--- config.mk ---
export PLATFORM = sky130hd
export DESIGN_NAME = tick_timer
export DESIGN_NICKNAME = d
export VERILOG_FILES = /design/src/rtl/tmr_pkg.sv /design/src/rtl/tmr_edge_sync.sv /design/src/rtl/tmr_prescaler.sv /design/src/rtl/tick_timer.sv
export SDC_FILE = /design/constraint.sdc
export NUM_CORES = 1
export LEC_CHECK = 0
export BUFFER_PORTS_ARGS = -buffer_cell sky130_fd_sc_hd__buf_2
export CAP_MARGIN = 25
export CORE_MARGIN = 2
export CORE_UTILIZATION = 38
export CTS_BUF_LIST = sky130_fd_sc_hd__clkbuf_4
export DETAILED_ROUTE_END_ITERATION = 16
export MAX_ROUTING_LAYER = met4
export PLACE_DENSITY = 0.55
export REMOVE_ABC_BUFFERS = 1
export SETUP_SLACK_MARGIN = 0.15
export SLEW_MARGIN = 5
export SYNTH_ARGS = -nofsm -noshare
export SYNTH_HDL_FRONTEND = slang
export SYNTH_SLANG_ARGS = --single-unit
--- constraint.sdc ---
create_clock -name clk -period 5.49 [get_ports clk]
set_clock_uncertainty 0.15 [all_clocks]
set_input_delay 1.098 -clock clk [delete_from_list [all_inputs] [get_ports clk]]
set_output_delay 1.098 -clock clk [all_outputs]
set_load 0.05 [all_outputs]
--- src/rtl/tmr_pkg.sv ---
package tmr_pkg;
    localparam int unsigned TMR_W  = 8;
    localparam int unsigned SEL_W  = 4;
    localparam int unsigned N_TAPS = 8;

    localparam logic [SEL_W-1:0] SEL_EXT_RISE = 4'h5;
    localparam logic [SEL_W-1:0] SEL_EXT_FALL = 4'h6;
    localparam logic [SEL_W-1:0] SEL_SUB      = 4'h7;

    typedef struct packed {
        logic [TMR_W-1:0] count;
        logic [TMR_W-1:0] cmp_buf;
        logic [TMR_W-1:0] data;
        logic             mode;
        logic [SEL_W-1:0] csel;
        logic [TMR_W-1:0] cap;
        logic             mflag;
        logic             oflag;
    } tmr_state_t;

    // log2 of the division ratio for each prescaler tap
    function automatic int unsigned tap_bits(input int unsigned idx);
        case (idx)
            0: return 1;
            1: return 2;
            2: return 3;
            3: return 4;
            4: return 5;
            5: return 7;
            6: return 9;
            default: return 11;
        endcase
    endfunction
endpackage

--- src/rtl/tmr_edge_sync.sv ---
module tmr_edge_sync #(
    parameter int unsigned STAGES = 2
) (
    input  logic clk,
    input  logic rst_n,
    input  logic pin,
    output logic rise,
    output logic fall
);
    localparam int unsigned SH_W = STAGES + 1;

    logic [SH_W-1:0] sh_d, sh_q;

    always_comb begin
        sh_d = {sh_q[SH_W-2:0], pin};
    end

    always_ff @(posedge clk) begin
        if (!rst_n) sh_q <= '0;
        else        sh_q <= sh_d;
    end

    assign rise = sh_q[STAGES-1] & ~sh_q[STAGES];
    assign fall = ~sh_q[STAGES-1] & sh_q[STAGES];

    AST_EDGE_SPACED: assert property (@(posedge clk) disable iff (!rst_n)
        rise |=> !rise);
endmodule

--- src/rtl/tmr_prescaler.sv ---
module tmr_prescaler #(
    parameter int unsigned DIV_W  = 11,
    parameter int unsigned N_TAPS = tmr_pkg::N_TAPS
) (
    input  logic              clk,
    input  logic              rst_n,
    output logic [N_TAPS-1:0] taps
);
    logic [DIV_W-1:0] div_d, div_q;

    always_comb begin
        div_d = div_q + 1'b1;
    end

    always_ff @(posedge clk) begin
        if (!rst_n) div_q <= '0;
        else        div_q <= div_d;
    end

    for (genvar i = 0; i < N_TAPS; i++) begin : g_tap
        localparam int unsigned K = tmr_pkg::tap_bits(i);
        localparam logic [DIV_W-1:0] MASK = (DIV_W'(1) << K) - 1'b1;
        assign taps[i] = ((div_q & MASK) == MASK);

        AST_TAP_SINGLE: assert property (@(posedge clk) disable iff (!rst_n)
            taps[i] |=> !taps[i]);
    end
endmodule

--- src/rtl/tick_timer.sv ---
module tick_timer #(
    parameter int unsigned DIV_W       = 11,
    parameter int unsigned SYNC_STAGES = 2
) (
    input  logic       clk,
    input  logic       rst_n,
    input  logic       wr_ctrl,
    input  logic       wr_data,
    input  logic [7:0] wdata,
    input  logic       ext_clk,
    input  logic       sub_clk,
    input  logic       cap_in,
    input  logic       match_ie,
    input  logic       ovf_ie,
    input  logic       match_ack,
    input  logic       ovf_ack,
    output logic [7:0] ctrl_rd,
    output logic [7:0] count_o,
    output logic [7:0] cap_o,
    output logic       match_irq,
    output logic       ovf_irq
);
    import tmr_pkg::*;

    localparam logic [TMR_W-1:0] TOP = '1;

    tmr_state_t q, d;
    logic [N_TAPS-1:0] taps;
    logic ext_rise, ext_fall, sub_rise, sub_fall_nc, cap_rise, cap_fall_nc;
    logic tick, clr_req, m_set, o_set;

    tmr_prescaler #(.DIV_W(DIV_W), .N_TAPS(N_TAPS)) u_pre (
        .clk(clk), .rst_n(rst_n), .taps(taps)
    );
    tmr_edge_sync #(.STAGES(SYNC_STAGES)) u_ext (
        .clk(clk), .rst_n(rst_n), .pin(ext_clk), .rise(ext_rise), .fall(ext_fall)
    );
    tmr_edge_sync #(.STAGES(SYNC_STAGES)) u_sub (
        .clk(clk), .rst_n(rst_n), .pin(sub_clk), .rise(sub_rise), .fall(sub_fall_nc)
    );
    tmr_edge_sync #(.STAGES(SYNC_STAGES)) u_cap (
        .clk(clk), .rst_n(rst_n), .pin(cap_in), .rise(cap_rise), .fall(cap_fall_nc)
    );

    always_comb begin
        case (q.csel)
            SEL_EXT_RISE: tick = ext_rise;
            SEL_EXT_FALL: tick = ext_fall;
            SEL_SUB:      tick = sub_rise;
            default:      tick = q.csel[3] ? taps[q.csel[2:0]] : 1'b0;
        endcase
    end

    always_comb begin
        d       = q;
        m_set   = 1'b0;
        o_set   = 1'b0;
        clr_req = wr_ctrl & wdata[4];

        if (tick) begin
            if (!q.mode) begin
                if (q.count == q.cmp_buf) begin
                    d.count = '0;
                    m_set   = 1'b1;
                end else begin
                    d.count = q.count + 1'b1;
                end
            end else begin
                o_set   = (q.count == TOP);
                d.count = q.count + 1'b1;
            end
        end

        if (q.mode && cap_rise) d.cap = q.count;

        if (wr_ctrl) begin
            d.mode = wdata[5];
            d.csel = wdata[3:0];
            if (wdata[4]) begin
                d.count   = '0;
                d.cmp_buf = q.data;
            end
        end

        if (wr_data) d.data = wdata;

        d.mflag = m_set | (q.mflag & ~match_ack);
        d.oflag = o_set | (q.oflag & ~ovf_ack);
    end

    always_ff @(posedge clk) begin
        if (!rst_n) q <= '0;
        else        q <= d;
    end

    assign ctrl_rd   = {2'b00, q.mode, 1'b0, q.csel};
    assign count_o   = q.count;
    assign cap_o     = q.cap;
    assign match_irq = q.mflag & match_ie;
    assign ovf_irq   = q.oflag & ovf_ie;

    AST_CLEAR_ZERO: assert property (@(posedge clk) disable iff (!rst_n)
        (wr_ctrl && wdata[4]) |=> (count_o == '0));
    AST_STOP_HOLD: assert property (@(posedge clk) disable iff (!rst_n)
        (q.csel < 4'h5 && !clr_req) |=> $stable(count_o));
    AST_INTERVAL_WRAP: assert property (@(posedge clk) disable iff (!rst_n)
        (!q.mode && tick && q.count == q.cmp_buf && !clr_req) |=> (count_o == '0 && q.mflag));
    AST_MATCH_MODE: assert property (@(posedge clk) disable iff (!rst_n)
        $rose(q.mflag) |-> $past(!q.mode));
    AST_OVF_SET: assert property (@(posedge clk) disable iff (!rst_n)
        (q.mode && tick && q.count == TOP) |=> q.oflag);
    AST_CAP_HOLD: assert property (@(posedge clk) disable iff (!rst_n)
        !(q.mode && cap_rise) |=> $stable(cap_o));
    AST_ACK_CLEAR: assert property (@(posedge clk) disable iff (!rst_n)
        (match_ack && !m_set) |=> !q.mflag);
endmodule

# Yosys cells after proc, flatten, opt, wreduce, memory -nomap -nowiden
# Cells that the tools add are included.
# word_totals
regBits	59
in_bits	19
out_inout_bits	26
wordCells	59
# classes
addsub	2
magnitude_cmp	1
eq_ne	12
n_mux	14
bitwise	16
n_reduce_logical	2
# op_table
cell	count
16-bit 2-to-1 mux	2
8-bit 2-to-1 mux	3
4-bit by 3-bit equality test with 1-bit output, second input constant	3
11-bit by 1-bit adder with 11-bit output, second input constant	1
11-bit equality test, second input constant	1
9-bit equality test, second input constant	1
8-bit by 1-bit adder with 8-bit output, second input constant	1
1-bit AND	8
8-bit equality test	1
8-bit equality test, second input constant	1
7-bit equality test, second input constant	1
1-bit 2-to-1 mux	7
1-bit inverter	6
5-bit equality test, second input constant	1
4-bit equality test, second input constant	1
3-bit by 4-bit less-than comparator with 1-bit output, second input constant	1
1-bit binary-select mux with 3-bit select	1
3-bit equality test, second input constant	1
1-bit one-hot mux with 3 select lines	1
2-bit equality test, second input constant	1
1-bit OR	2
2-bit AND reduction	1
1-bit logical AND	1

# Longest topological paths before layout
# Gate-level depths: netlist of the first run.
# depth
depth_word	8
mapped_depth	8
mapped_depth_nobuf	8

# Cells and area by module
# Synthesis of the first run repeated with hierarchy kept, for this count alone.
# hier_totals
cells_unflattened	301
hier_area_um2	2801.4
# by_module_without_submodules
mod	instances	cells_each	area_per_inst_um2	seq_area_each_um2
tick_timer	1	225	2034.5	780.7
tmr_prescaler	1	52	493.0	220.2
tmr_edge_sync	3	8	91.3	60.1

# Worst setup path before layout of the first run
# Ideal clock, no wire load.
# synth_path
path_type	in2out
start	in match_ie
end	out match_irq
arrival_ps	1510
required_ps	4242
slack_ps	2732
path_stages	1
path_buffers	0
path_cell_list	and2_1
# synth_between
elab_chain_cells	1
# synth_rtl
element	line_no	source
from (decl)	tick_timer.sv:13	input logic match_ie,
1-bit AND	tick_timer.sv:99	assign match_irq = q.mflag & match_ie;
to (decl)	tick_timer.sv:20	output logic match_irq,
# Every way passes these cells.

# Final worst setup path of the first run
# layout_path
start	in ovf_ie
end	out ovf_irq
# layout_between
elab_chain_cells	1
# layout_rtl
element	line_no	source
from (decl)	tick_timer.sv:14	input logic ovf_ie,
1-bit AND	tick_timer.sv:100	assign ovf_irq = q.oflag & ovf_ie;
to (decl)	tick_timer.sv:21	output logic ovf_irq
# Every way passes these cells.

==> flow_summary.json, run 1 <==
{
  "outcome": "finished clean",
  "worst_pin_slew_ns": 0.859,
  "relSlewSlack_pct": 42.3,
  "p_leak_nw": 1.27,
  "hold_viol": 0,
  "drc_errors": 0,
  "worstHoldPathType": "reg2reg",
  "synth_warnings": 0,
  "track_usage_pct": 14.5,
  "worstSetupEndpointType": "primary output",
  "grt_util_met2_pct": 19.7,
  "grt_pass1_vias": 1669,
  "worst_ep_required_time_ns": 4.24,
  "yosysSeqAreaShare_pct": 43.3,
  "postLayoutSetupSlackWorst_ns": 2.71,
  "syn2layout_area_growth_pct": 7.70,
  "path_max_fanout": 1,
  "crit_slowest_cell": "buf_2",
  "synth_flop_cell": "dfxtp_1",
  "power_frac_comb_pct": 9.2,
  "die_h_um": 88.8,
  "maxCapViolations": 0,
  "drt-initial-drc-count": 52,
  "rsz0062_at_grt": "no",
  "finalCriticalPeriod_ns": 2.78,
  "crit_chain": "buf_2, and2_1, buf_2",
  "fin_nets": 325,
  "seqPwrFrac_pct": 58.0,
  "holdBufCountCts": 0,
  "rrSetupSlack_ns": 2.76,
  "place_ws_ns": 2.71,
  "crit_top_cell": "buf_2",
  "detail_route.vias_per_cell": 4.89,
  "cts_made_buffers": 9,
  "critical_path_class": "in2out",
  "pwr-share-clk_pct": 32.8,
  "hpwlAfterDp_um": 3460,
  "num_vias": 1965,
  "place_congestion": 0.805,
  "finalMaxSlewViolations": 0,
  "ant_nets": 0,
  "io_buffers": 41,
  "coreArea_mm2": 0.00687,
  "place_inst": 386,
  "cts.sinks": 59,
  "tns_ns": 0,
  "postSynthAreaPerCell_um2": 9.61,
  "p_switching_w": 0.000215,
  "synth_edf_count": 0,
  "pwr_density_cell_mw_per_mm2": 264,
  "postCtsSetupBuffers": 0,
  "h-tree-depth": 3,
  "arrival_ns": 1.53,
  "syn_area_mm2": 0.00273,
  "switching_share_pct": 27.7,
  "start_kind": "input port",
  "diodes": 0,
  "cts_buffer_depth": 2,
  "async_reset_ff_share_pct": 0,
  "drt_wl_total_um": 5100,
  "fmax_ghz": 0.360,
  "cts_tree": "done",
  "clkTransAtPathRegs_ns": 0.10,
  "insertion_delay_ns": 0.39,
  "ioPinCount": 45,
  "fin_cells": 402,
  "worstRegToRegCells": 8,
  "cts_resized": 0,
  "wire_per_inst_um": 12.7,
  "die_w_um": 88.8,
  "grt.met1_usage_pct": 19.9,
  "cts-root-buf": "clkbuf_4",
  "antenna_found_initial": 0,
  "period_share_pct": 50.6,
  "grt_first_pass_wirelength_um": 8340,
  "setup_viol": 0,
  "rows": 30,
  "slowest_delay_ns": 0.20,
  "initial_core_util_pct": 39.7,
  "met3_usage_pct": 3.36,
  "syn_inst": 284,
  "drive_gt1_share_pct": 19.9,
  "grt-busiest-layer": "met1",
  "dieArea_mm2": 0.00788,
  "ir_worst_vdd_mv": 0.120,
  "grt_max_degree": 54,
  "p_int_w": 0.000560,
  "first_pass_iters": 4,
  "hold_depth": 1,
  "synth.distinct_cells": 40,
  "ys_seq_elements": 59,
  "gr-total-overflow": 0
}
-- cells by family after synthesis --
family / Yosys count / synth area share [%]
simple gates: 105 / 22.4
flops: 59 / 43.3
buf+inv: 42 / 9.12
compound gates: 38 / 11.0
mux: 21 / 7.70
xor+xnor: 13 / 4.17
fa+ha+maj: 5 / 2.29
other cells: 1 / 0.137
-- final timing paths --
check,startpoint,end
setup reg to reg,u_pre.div_q[0],count_o[6]
hold / removal,u_sub.sh_q[0],u_sub.sh_q[1]
setup / recovery,ovf_ie,ovf_irq
hold reg to reg,u_sub.sh_q[0],u_sub.sh_q[1]
-- state kept, by name (all words and copies together), names as in the netlist --
signal and count:
q 18, u_pre.div_q 11, cap_o 8, count_o 8
ctrl_rd 5, u_cap.sh_q 3, u_ext.sh_q 3, u_sub.sh_q 3
-- synth_stat cells, drive strengths merged, types with 5 or more instances --
cell type / count / share of area (%)
mux2i: 21 / 7.7
and2: 21 / 4.8
inv: 5 / 0.69
clkbuf: 10 / 1.4
nand3: 14 / 2.6
o21ai: 5 / 0.92
dfxtp: 59 / 43
and3: 7 / 1.7
a21boi: 10 / 2.7
buf: 27 / 7.1
o211ai: 6 / 1.6
xnor2: 11 / 3.5
nand2: 15 / 2.1
ha: 5 / 2.3
a32o: 6 / 2.2
nor2b: 26 / 6.0
-- cells in the final DEF, fill, tap and decap left out, types with 2 or more instances in the layout --
cell type	instances
clkinv_2	5
nor3_1	4
xor2_1	2
xnor2_1	11
nor2b_1	26
a211o_1	2
clkbuf_4	10
o21ai_0	5
inv_1	5
o211ai_1	6
and2_1	21
nand4_1	3
and3_1	6
conb_1	3
dfxtp_1	59
a21boi_0	10
buf_2	41
nand3_1	14
mux2i_1	21
nor2_1	4
a32o_1	6
a32oi_1	2
a21oi_1	2
nor3b_1	4
ha_1	5
nand2_1	15
-- stage by stage --
step	total power (W)	utilization (%)	cell area, µm²	hold WS [ns]
after CTS	0.000788	42.8	2940	0.296
final	0.000775	42.8	2940	0.291
after floorplan	0.000503	-	2510	0.262
after detailed placement	0.000532	41.2	2830	0.269
after global routing	0.000816	42.8	2940	0.303
after global placement	0.000531	41.2	2830	0.265
-- metal layers --
layer | vias up | wire length [µm]
li1 | 997 | -
met1 | 910 | 2670
met2 | 49 | 2100
met3 | 9 | 226
met4 | 0 | 104
met5 | - | 0
-- worst max-delay path, delay by kind of cell --
family                 cells  cell delay (ns)
and+or+nand+nor            1             0.14
buffers and inverters      2             0.29
-- area by class of cell --
| class | count | area [µm²] |
|---|---|---|
| tap | 96 | 120 |
| sequential | 59 | 1180 |
| multi-input combinational | 185 | 1310 |
| clock buffer | 10 | 75.1 |
| clock inverter | 6 | 32.5 |
| timing repair buffer | 41 | 205 |
| fill | 725 | 3930 |
| inverter | 5 | 18.8 |
-- power groups by stage --
stage / Clock, W / Sequential, W / Combinational, W
CTS: 0.000266 / 0.000449 / 0.0000723
global placement: 0 / 0.000459 / 0.0000718
finish: 0.000255 / 0.000449 / 0.0000712
detailed placement: 0 / 0.000459 / 0.0000722
global route: 0.000285 / 0.000452 / 0.0000794
floorplan: 0 / 0.000464 / 0.0000392
Power figures use the tool's default switching activity.
==> run 2, diff against run 1 <==
Clock period 5.49 ns to 2.6 ns, I/O delays scaled along.
==> run 2 against run 1 <==
Worst hold slack worse by 0.11 ns. Sequential cell count unchanged. Critical path depth up 6. Combinational power up 130%. First-iteration DRC count up 58%. Global-route usage up 0.43 points. Cell count up 2.2%. Die area unchanged. Largest cell class unchanged. Design area up 3.3%. Critical path type is now reg2reg. Setup slack worse by 2.4 ns.
==> flow_summary.json, run 2 (synthesis gave the netlist of run 1 again) <==
{
  "first_pass_iters": 6,
  "r2r_end": "count_o[6]",
  "die_w_um": 88.8,
  "place_congestion": 0.803,
  "ir_worst_vdd_mv": 0.228,
  "worst_ep_required_time_ns": 2.74,
  "reg.largest.list": "q x18, u_pre.div_q x11",
  "drt-initial-drc-count": 82,
  "worstSetupEndpointType": "flop",
  "wire_per_inst_um": 12.9,
  "hp-start": "ext_clk",
  "fmax_ghz": 0.432,
  "cts-root-buf": "clkbuf_4",
  "hold_depth": 2,
  "diodes": 0,
  "num_vias": 2002,
  "cp-startpoint": "u_pre.div_q[0]",
  "finalCriticalPeriod_ns": 2.31,
  "setup_viol": 0,
  "drc_errors": 0,
  "drive_gt1_share_pct": 24.1,
  "worstHoldPathType": "in2reg",
  "hpwlAfterDp_um": 3680,
  "coreArea_mm2": 0.00687,
  "die_h_um": 88.8,
  "pwr_density_cell_mw_per_mm2": 543,
  "cts.sinks": 59,
  "regMostFlops": "q",
  "drt_wl_total_um": 5300,
  "initial_core_util_pct": 39.7,
  "hold_viol": 0,
  "grt-busiest-layer": "met2",
  "p_leak_nw": 1.32,
  "rows": 30,
  "gr-total-overflow": 0,
  "worstRegToRegCells": 9,
  "ioPinCount": 45,
  "layout_commonest_cell": "dfxtp_1",
  "io_buffers": 41,
  "clkTransAtPathRegs_ns": 0.10,
  "min_to": "u_ext.sh_q[0]",
  "antenna_found_initial": 0,
  "grt_max_degree": 42,
  "syn2layout_area_growth_pct": 11.2,
  "largest_reg_flops": 18,
  "finalMaxSlewViolations": 0,
  "insertion_delay_ns": 0.39,
  "timing.rr.start": "u_pre.div_q[0]",
  "arrival_ns": 2.45,
  "cts_buffer_depth": 2,
  "ant_nets": 0,
  "grt_first_pass_wirelength_um": 8780,
  "outcome": "finished clean",
  "grt.met1_usage_pct": 19.7,
  "period_share_pct": 88.9,
  "met3_usage_pct": 2.80,
  "start_kind": "flop",
  "rsz0062_at_grt": "yes",
  "cts_made_buffers": 9,
  "worst_pin_slew_ns": 0.506,
  "critical_path_class": "reg2reg",
  "h-tree-depth": 3,
  "path_max_fanout": 6,
  "dieArea_mm2": 0.00788,
  "detail_route.vias_per_cell": 4.87,
  "fin_cells": 411,
  "grt_pass1_vias": 1830,
  "rrSetupSlack_ns": 0.29,
  "maxCapViolations": 0,
  "fin_nets": 334,
  "most-common-layout-cells": "dfxtp_1, buf_2, nor2b_1, and2_1, mux2i_1",
  "relSlewSlack_pct": 66.2,
  "whs_ns": 0.178,
  "place_inst": 392,
  "grt_util_met2_pct": 21.8,
  "track_usage_pct": 15.0,
  "cts_tree": "done"
}
-- run 2: worst max-delay path by stage --
stage / to / slack (ns) / depth (start not counted)
after detailed placement: count_o[2] / -0.004 / 9
after CTS: count_o[0] / 0.15 / 8
final: count_o[6] / 0.29 / 9
after global placement: count_o[5] / 0.02 / 9
after global routing: count_o[0] / 0.11 / 8
after floorplan: count_o[2] / 0.18 / 8
-- run 2: routing by layer --
| layer | part of all wire [%] | vias to the layer above |
|---|---|---|
| li1 | - | 1022 |
| met1 | 52 | 933 |
| met2 | 44 | 43 |
| met3 | 3.4 | 4 |
| met4 | 1.1 | 0 |
| met5 | 0 | - |
-- run 2: repair_timing --
action | 4_1_cts | 5_1_grt
setup endpoints to repair | 8 | 10
cloned | 0 | 0
gates resized for setup | 2 | 6
hold buffers | 0 | 0
setup buffers | 2 | 1
pin swaps | 0 | 3
hold endpoints to repair | 0 | 0
-- run 2: metrics by stage --
step	setup TNS (ns)	util, %	instance area, µm²	worst slack [ns]	total power [W]
2_1_floorplan	0	-	2510	0.178	0.00106
3_3_place_gp	0	41.9	2880	0.0231	0.00113
3_5_place_dp	-0.00645	41.9	2880	-0.00409	0.00113
4_1_cts	0	43.8	3010	0.154	0.00168
5_1_grt	0	44.2	3040	0.109	0.00173
6_report	0	44.2	3040	0.288	0.00165
-- run 2: area by class of cell --
type	instances	area, µm²
clock inverters	6	32.5
multi-input cells	185	1330
well taps	96	120
inverters	5	18.8
flip-flops and latches	59	1180
repair buffers	50	273
fillers	697	3830
clock buffers	10	75.1
-- run 2: report_power, final --
| group | switching, W | total [W] | leakage [nW] | internal, W |
|---|---|---|---|---|
| registers | 0.0000220 | 0.000951 | 0.481 | 0.000929 |
| logic | 0.0000987 | 0.000167 | 0.771 | 0.0000681 |
| clock network | 0.000333 | 0.000532 | 0.0657 | 0.000199 |
-- run 2: critical path, stage by stage, from the launching register on --
cell and delay (ns):
dfxtp_2 0.35, ha_4 0.16, and3_2 0.21, ha_1 0.16, nor2b_1 0.13, a2111oi_2 0.38
a221o_1 0.22, nor3_1 0.07, buf_4 0.16, a32o_1 0.21
